## src/rtl/cstat_pkg.sv

```systemverilog
package cstat_pkg;
    localparam int NUM_LVL = 3;
    localparam int SEL_W   = 4;

    typedef enum logic [SEL_W-1:0] {
        SEL_REQ   = 4'd0,
        SEL_ACC1  = 4'd1,
        SEL_ACC2  = 4'd2,
        SEL_ACC3  = 4'd3,
        SEL_HIT1  = 4'd4,
        SEL_HIT2  = 4'd5,
        SEL_HIT3  = 4'd6,
        SEL_MISS1 = 4'd7,
        SEL_MISS2 = 4'd8,
        SEL_MISS3 = 4'd9,
        SEL_CYC   = 4'd10
    } stat_sel_e;

    localparam int NUM_SEL = 11;
endpackage

```

## src/rtl/cstat_sat_counter.sv

```systemverilog
module cstat_sat_counter #(
    parameter int W     = 20,
    parameter int INC_W = 1
) (
    input  logic             clk,
    input  logic             rst_n,
    input  logic             clr,
    input  logic             en,
    input  logic [INC_W-1:0] inc,
    output logic [W-1:0]     q
);
    localparam logic [W-1:0] MAXV = '1;

    logic [W:0] sum;

    always_comb begin
        sum = {1'b0, q} + {{(W+1-INC_W){1'b0}}, inc};
    end

    always_ff @(posedge clk or negedge rst_n) begin
        if (!rst_n) begin
            q <= '0;
        end else if (clr) begin
            q <= '0;
        end else if (en) begin
            q <= sum[W] ? MAXV : sum[W-1:0];
        end
    end

    // a clear empties the counter on the next edge
    assert_clear_zero_R1: assert property (@(posedge clk) disable iff (!rst_n)
        clr |=> (q == '0));

    // without a clear the value never goes down (no wrap)
    assert_no_wrap_R7: assert property (@(posedge clk) disable iff (!rst_n)
        !clr |=> (q >= $past(q)));

    // a full counter stays full until cleared
    assert_sat_hold_R7: assert property (@(posedge clk) disable iff (!rst_n)
        (!clr && q == MAXV) |=> (q == MAXV));
endmodule

```

## src/rtl/cstat_lvl_decode.sv

```systemverilog
module cstat_lvl_decode
    import cstat_pkg::*;
#(
    parameter int LAT_L1 = 3,
    parameter int LAT_L2 = 11,
    parameter int LAT_L3 = 25,
    parameter int INC_W  = 6
) (
    input  logic               req_valid,
    input  logic [1:0]         req_depth,
    input  logic               req_hit,
    output logic [NUM_LVL-1:0] acc_en,
    output logic [NUM_LVL-1:0] hit_en,
    output logic [NUM_LVL-1:0] miss_en,
    output logic [INC_W-1:0]   cyc_inc
);
    localparam int LAT [NUM_LVL] = '{LAT_L1, LAT_L2, LAT_L3};

    for (genvar i = 0; i < NUM_LVL; i++) begin : g_lvl
        logic probed;
        logic deepest;
        assign probed     = req_valid && (int'(req_depth) >= i);
        assign deepest    = (int'(req_depth) == i);
        assign acc_en[i]  = probed;
        assign hit_en[i]  = probed && deepest && req_hit;
        assign miss_en[i] = probed && !(deepest && req_hit);
    end

    always_comb begin
        cyc_inc = '0;
        for (int i = 0; i < NUM_LVL; i++) begin
            if (acc_en[i]) cyc_inc = cyc_inc + INC_W'(LAT[i]);
        end
    end
endmodule

```

## src/rtl/cstat_rd_port.sv

```systemverilog
module cstat_rd_port
    import cstat_pkg::*;
#(
    parameter int W = 20
) (
    input  logic                      clk,
    input  logic                      rst_n,
    input  logic [SEL_W-1:0]          rd_sel,
    input  logic [NUM_SEL-1:0][W-1:0] vals,
    output logic [W-1:0]              rd_data
);
    always_ff @(posedge clk or negedge rst_n) begin
        if (!rst_n) begin
            rd_data <= '0;
        end else if (int'(rd_sel) < NUM_SEL) begin
            rd_data <= vals[rd_sel];
        end else begin
            rd_data <= '0;
        end
    end

    // reserved codes read as zero one cycle later
    assert_reserved_zero_R8: assert property (@(posedge clk) disable iff (!rst_n)
        (int'(rd_sel) >= NUM_SEL) |=> (rd_data == '0));
endmodule

```

## src/rtl/cache_stats_acc.sv

```systemverilog
module cache_stats_acc
    import cstat_pkg::*;
#(
    parameter int CNT_W  = 20,
    parameter int LAT_L1 = 3,
    parameter int LAT_L2 = 11,
    parameter int LAT_L3 = 25
) (
    input  logic             clk,
    input  logic             rst_n,
    input  logic             stat_clr,
    input  logic             req_valid,
    input  logic [1:0]       req_depth,
    input  logic             req_hit,
    input  logic [3:0]       rd_sel,
    output logic [CNT_W-1:0] rd_data
);
    localparam int LAT_SUM = LAT_L1 + LAT_L2 + LAT_L3;
    localparam int INC_W   = $clog2(LAT_SUM + 1);
    localparam logic [CNT_W-1:0] MAXV = '1;

    logic [NUM_LVL-1:0] acc_en, hit_en, miss_en;
    logic [INC_W-1:0]   cyc_inc;
    logic [CNT_W-1:0]   req_cnt, cyc_cnt;
    logic [CNT_W-1:0]   acc_cnt  [NUM_LVL];
    logic [CNT_W-1:0]   hit_cnt  [NUM_LVL];
    logic [CNT_W-1:0]   miss_cnt [NUM_LVL];
    logic [NUM_SEL-1:0][CNT_W-1:0] vals;

    cstat_lvl_decode #(
        .LAT_L1 (LAT_L1),
        .LAT_L2 (LAT_L2),
        .LAT_L3 (LAT_L3),
        .INC_W  (INC_W)
    ) u_dec (
        .req_valid (req_valid),
        .req_depth (req_depth),
        .req_hit   (req_hit),
        .acc_en    (acc_en),
        .hit_en    (hit_en),
        .miss_en   (miss_en),
        .cyc_inc   (cyc_inc)
    );

    cstat_sat_counter #(.W(CNT_W), .INC_W(1)) u_req (
        .clk (clk), .rst_n (rst_n), .clr (stat_clr),
        .en  (req_valid), .inc (1'b1), .q (req_cnt)
    );

    cstat_sat_counter #(.W(CNT_W), .INC_W(INC_W)) u_cyc (
        .clk (clk), .rst_n (rst_n), .clr (stat_clr),
        .en  (req_valid), .inc (cyc_inc), .q (cyc_cnt)
    );

    for (genvar i = 0; i < NUM_LVL; i++) begin : g_lvl
        cstat_sat_counter #(.W(CNT_W), .INC_W(1)) u_acc (
            .clk (clk), .rst_n (rst_n), .clr (stat_clr),
            .en  (acc_en[i]), .inc (1'b1), .q (acc_cnt[i])
        );
        cstat_sat_counter #(.W(CNT_W), .INC_W(1)) u_hit (
            .clk (clk), .rst_n (rst_n), .clr (stat_clr),
            .en  (hit_en[i]), .inc (1'b1), .q (hit_cnt[i])
        );
        cstat_sat_counter #(.W(CNT_W), .INC_W(1)) u_miss (
            .clk (clk), .rst_n (rst_n), .clr (stat_clr),
            .en  (miss_en[i]), .inc (1'b1), .q (miss_cnt[i])
        );

        // below saturation every probe is either a hit or a miss
        assert_split_R5: assert property (@(posedge clk) disable iff (!rst_n)
            (acc_cnt[i] != MAXV) |->
            ({1'b0, hit_cnt[i]} + {1'b0, miss_cnt[i]} == {1'b0, acc_cnt[i]}));

        // hits never outnumber probes at a level
        assert_hit_bound_R4: assert property (@(posedge clk) disable iff (!rst_n)
            hit_cnt[i] <= acc_cnt[i]);
    end

    always_comb begin
        vals = '0;
        vals[SEL_REQ] = req_cnt;
        vals[SEL_CYC] = cyc_cnt;
        for (int i = 0; i < NUM_LVL; i++) begin
            vals[int'(SEL_ACC1)  + i] = acc_cnt[i];
            vals[int'(SEL_HIT1)  + i] = hit_cnt[i];
            vals[int'(SEL_MISS1) + i] = miss_cnt[i];
        end
    end

    cstat_rd_port #(.W(CNT_W)) u_rd (
        .clk     (clk),
        .rst_n   (rst_n),
        .rd_sel  (rd_sel),
        .vals    (vals),
        .rd_data (rd_data)
    );

    // depth code 3 is never presented with a pulse
    assert_depth_legal_R3: assert property (@(posedge clk) disable iff (!rst_n)
        req_valid |-> (req_depth != 2'd3));

    // deeper levels are probed no more often than shallower ones
    assert_nested_R3: assert property (@(posedge clk) disable iff (!rst_n)
        (acc_cnt[1] <= acc_cnt[0]) && (acc_cnt[2] <= acc_cnt[1]));

    // request count appears on the port one edge after its select
    assert_read_lat_R8: assert property (@(posedge clk) disable iff (!rst_n)
        (rd_sel == SEL_REQ) |=> (rd_data == $past(req_cnt)));

    // the latency total is never below the L1 share of the probes
    assert_cyc_floor_R6: assert property (@(posedge clk) disable iff (!rst_n)
        (cyc_cnt != MAXV && acc_cnt[0] != MAXV) |->
        ({4'd0, cyc_cnt} >= (CNT_W+4)'(LAT_L1) * {4'd0, acc_cnt[0]}));
endmodule

```

## config.mk

```make
export PLATFORM = sky130hd
export DESIGN_NAME = cache_stats_acc
export DESIGN_NICKNAME = d
export VERILOG_FILES = /design/src/rtl/cstat_pkg.sv /design/src/rtl/cstat_sat_counter.sv /design/src/rtl/cstat_lvl_decode.sv /design/src/rtl/cstat_rd_port.sv /design/src/rtl/cache_stats_acc.sv
export SDC_FILE = /design/constraint.sdc
export NUM_CORES = 1
export LEC_CHECK = 0
export BUFFER_PORTS_ARGS = -buffer_cell sky130_fd_sc_hd__buf_2
export CORE_AREA = 2 2 157 159
export DETAILED_ROUTE_END_ITERATION = 16
export DIE_AREA = 0 0 159 161
export GPL_ROUTABILITY_DRIVEN = 1
export MAX_ROUTING_LAYER = met4
export PLACE_DENSITY = 0.81
export SLEW_MARGIN = 20
export SYNTH_ARGS = -nofsm -noshare
export SYNTH_HDL_FRONTEND = slang
export SYNTH_HIERARCHICAL = 1
export SYNTH_SLANG_ARGS = --single-unit
```

## constraint.sdc

```tcl
create_clock -name clk -period 3.29 [get_ports clk]
set_input_delay 0.329 -clock clk [delete_from_list [all_inputs] [get_ports clk]]
set_output_delay 0.329 -clock clk [all_outputs]
set_load 0.02 [all_outputs]
```

==> results_dict.tcl <==
set metrics [dict create \
    tightest_slew_ns 0.777 \
    port_buffers 30 \
    p_leak_nw 6.79 \
    gr-total-overflow 0 \
    slew_viol_final 0 \
    drtAntennaViolNets 0 \
    vias 13900 \
    cts_tree "yes" \
    yosys.area_share.simple_pct 21.6 \
    synth_seq_cells 240 \
    groute.layer.met2.usage_pct 52.7 \
    finalCriticalPeriod_ns 2.33 \
    layout.nets 1580 \
    viasPerCell 7.36 \
    synth_top_area_cell "dfrtp_1" \
    finalSetupTns_ns 0 \
    dr.first_iter.drc_count 1818 \
    antenna_found_initial 2 \
    die_y_um 161 \
    max_freq_mhz 429 \
    synthArstFlopShare_pct 100 \
    start_util_pct 63.7 \
    finalNonFillerCells 1887 \
    die_w_um 159 \
    area_delta_synth_final_pct 9.02 \
    power.net_switching_mw 1.62 \
    grt_pass1_vias 13000 \
    routabilityCongestion 1.01 \
    p_per_area_mw_per_mm2 405 \
    slew_headroom_pct 48.1 \
    worstSetupPathType "reg2reg" \
    synth_top_area_share_pct 39.3 \
    wire_per_inst_um 23.0 \
    die-area_mm2 0.0256 \
    synth_enable_flop_cells 0 \
    reg2regPathDepth 7 \
    grt_max_degree 92 \
    worstSetupStartpoint "u_cyc/q[0]" \
    holdCritPathClass "in2reg" \
    hold_viol_final 0 \
    syn_avg_cell_area_um2 9.89 \
    synth_compound_gate_area_share_pct 25.1 \
    cp_max_fo 8 \
    use_met3_pct 6.03 \
    dp_hpwl_mm 30.3 \
    pin_count 31 \
    regToRegStartpoint "u_cyc/q[0]" \
    grt.total_usage_pct 35.0 \
    cpLargestDelayFamily "compound AO/OA/AOI/OAI gates" \
    fp-row-count 57 \
    cts_inserted_buffers 27 \
    synthAdderAreaFrac_pct 2.26 \
    crit_required_ns 3.70 \
    cp.depth 7 \
    crit_path_cell_trace "ha_1, fa_1, a21o_1, a221o_4, and2_1, a41oi_1, nor3_1" \
    worst_clock_skew_ns 0.0144 \
    pwr-share-comb_pct 7.3 \
    clock-root-buffer "clkbuf_16" \
    wl_mm 43.5 \
    drv_cap 0 \
    p_seq_share_pct 44.9 \
    fin_crit_sh_pct 70.9 \
    met1_usage_pct 48.0 \
    htree_levels 1 \
    synth_xor_xnor_area_share_pct 0.230 \
    setup_viol 0 \
    synth_warnings 6 \
    startpoint_type "flop" \
    insertion_delay_ns 0.54 \
    p_clk_share_pct 47.8 \
    syn_inst 1543 \
    rsz0062_at_grt "no" \
    ys_seq_area_share_pct 39.3 \
    grt_first_pass_wirelength_mm 71.7 \
    n_fill_cell 1813 \
    crit_path_max_incr_delay_ns 0.43 \
    drc_errors 0 \
    first_pass_iters 5 \
    status "completed" \
    critPathSlowestCell "a221o_4" \
    worst-path-buf-inv 0 \
    clk_pin_slew_ns 0.06 \
    grt_busiest_layer "met2" \
    hold_depth 2 \
    arrival_ns 2.74 \
    synth_top_family_by_area "compound AO/OA/AOI/OAI gates" \
    hold_start "stat_clr" \
    netlist_area_mm2 0.0153 \
    cts_sinks 240 \
    switching_share_pct 24.0 \
    synth.area.mux_share_pct 7.07 \
    max-clock-path-buffers 3 \
    dp.cells 1836 \
    synth_ff_type "dfrtp_1" \
    p_int_mw 5.12 \
    drive_gt1_share_pct 12.9 \
    crit_path_end_kind "flop" \
    core_area_mm2 0.0240 \
    ir_drop_mv 0.396 \
    yosysUniqueCellTypes 69 \
    synth_area_leaders "dfrtp_1 39%, a211oi_1 5.5%, mux2i_1 4.0%" \
]
-- state kept, by name (all words and copies together), names as in the netlist --
signal	flops
g_lvl.u_acc/q	60
g_lvl.u_hit/q	60
g_lvl.u_miss/q	60
u_cyc/q	20
u_rd/rd_data	20
u_req/q	20
-- power groups by stage --
stage               Combinational, mW  Clock [mW]  Sequential (mW)
floorplan                       0.298           0             3.08
global placement                0.474           0             3.08
detailed placement              0.487           0             3.08
CTS                             0.490        3.26             3.02
global route                    0.541        3.38             3.03
finish                          0.493        3.22             3.02
-- synth_stat cells, types with 10 or more instances --
| cell | count |
|---|---|
| nor2_1 | 90 |
| nor4_1 | 21 |
| a221oi_1 | 20 |
| nand3_1 | 31 |
| a31oi_1 | 90 |
| ha_1 | 26 |
| nor4_4 | 10 |
| o21bai_1 | 24 |
| nor3_1 | 37 |
| inv_1 | 45 |
| nor2b_1 | 14 |
| a311oi_1 | 58 |
| a22o_1 | 20 |
| mux4_2 | 15 |
| a211oi_1 | 111 |
| nand2_1 | 47 |
| o21ai_0 | 38 |
| and4_1 | 59 |
| a41oi_1 | 22 |
| nand4_1 | 50 |
| nand2b_1 | 21 |
| a21oi_1 | 95 |
| nand4_2 | 10 |
| and2_1 | 18 |
| o2bb2ai_1 | 20 |
| mux2i_1 | 61 |
| dfrtp_1 | 240 |
| and3_1 | 38 |
| buf_2 | 18 |
| clkbuf_1 | 59 |
-- path summary, 6_finish.rpt --
check | slack (ns) | to
max reg2reg | 0.96 | u_cyc/q[16]
min in group asynchronous | 0.39 | g_lvl[1].u_miss/q[14]
min | 0.27 | g_lvl[2].u_miss/q[9]
min reg2reg | 0.52 | g_lvl[2].u_acc/q[10]
max | 0.96 | u_cyc/q[16]
max in group asynchronous | 1.92 | g_lvl[1].u_hit/q[11]
-- area by class of cell --
cell class                      instances  area, um^2  area share (%)
Clock inverter                          9         153           0.917
Timing Repair Buffer                   61         467            2.80
Antenna cell                            2        5.00          0.0301
Inverter                               45         169            1.02
Sequential cell                       240        6010            36.1
Tap cell                              324         405            2.44
Multi-Input combinational cell       1167        8650            52.0
Clock buffer                           39         791            4.75
-- layout by cell type (no fill, tap or decap), types with 22 or more instances in the layout --
cell type and n:
and4_1 59, a21oi_1 95, inv_1 45, nand3_1 31, a311oi_1 58, clkbuf_16 27
buf_2 27, o21bai_1 24, a211oi_1 110, nand4_1 50, dfrtp_1 240, nor2_1 89
buf_4 26, nand2_1 47, nor3_1 37, a31oi_1 90, and3_1 38, o21ai_0 38
a41oi_1 22, mux2i_1 61, ha_1 26
-- stage by stage --
stage | hold slack [ns] | util (%) | worst slack [ns] | total power [mW] | instance area (um^2)
5_1_grt | 0.283 | 69.4 | 0.822 | 6.95 | 16600
3_5_place_dp | 0.400 | 65.4 | 0.548 | 3.57 | 15700
4_1_cts | 0.269 | 69.4 | 0.973 | 6.77 | 16600
6_report | 0.274 | 69.4 | 0.957 | 6.74 | 16600
3_3_place_gp | 0.404 | 65.4 | 0.606 | 3.55 | 15700
2_1_floorplan | 0.0334 | - | 0.854 | 3.38 | 15300
-- worst register-to-register path, stage by stage, from the launching register on --
cell	delay [ns]
dfrtp_1	0.40
ha_1	0.23
fa_1	0.42
a21o_1	0.22
a221o_4	0.43
and2_1	0.24
a41oi_1	0.19
nor3_1	0.07
-- repair_timing --
| action | CTS | global route |
|---|---|---|
| hold endpoints to repair | 88 | 0 |
| setup buffers | 0 | 0 |
| hold buffers | 1 | 0 |
| resized for setup | 0 | 0 |
-- routing by layer --
| layer | wire, um | vias up | part of all wire, % |
|---|---|---|---|
| met5 | 0 | - | 0 |
| li1 | - | 6252 | - |
| met1 | 17700 | 6742 | 41 |
| met3 | 4000 | 138 | 9.2 |
| met2 | 19800 | 753 | 46 |
| met4 | 1930 | 0 | 4.4 |
-- cell families (layout without fill, tap and decap cells) --
logic type | after synthesis | count (layout)
muxes | 81 | 81
buffers and inverters | 145 | 154
adders and majority gates | 27 | 27
and+or+nand+nor | 506 | 506
DFF | 240 | 240
AOI/OAI and AO/OA | 538 | 538
xor gates and xnor gates | 4 | 4
other | 2 | 13
Power figures use the tool's default switching activity.
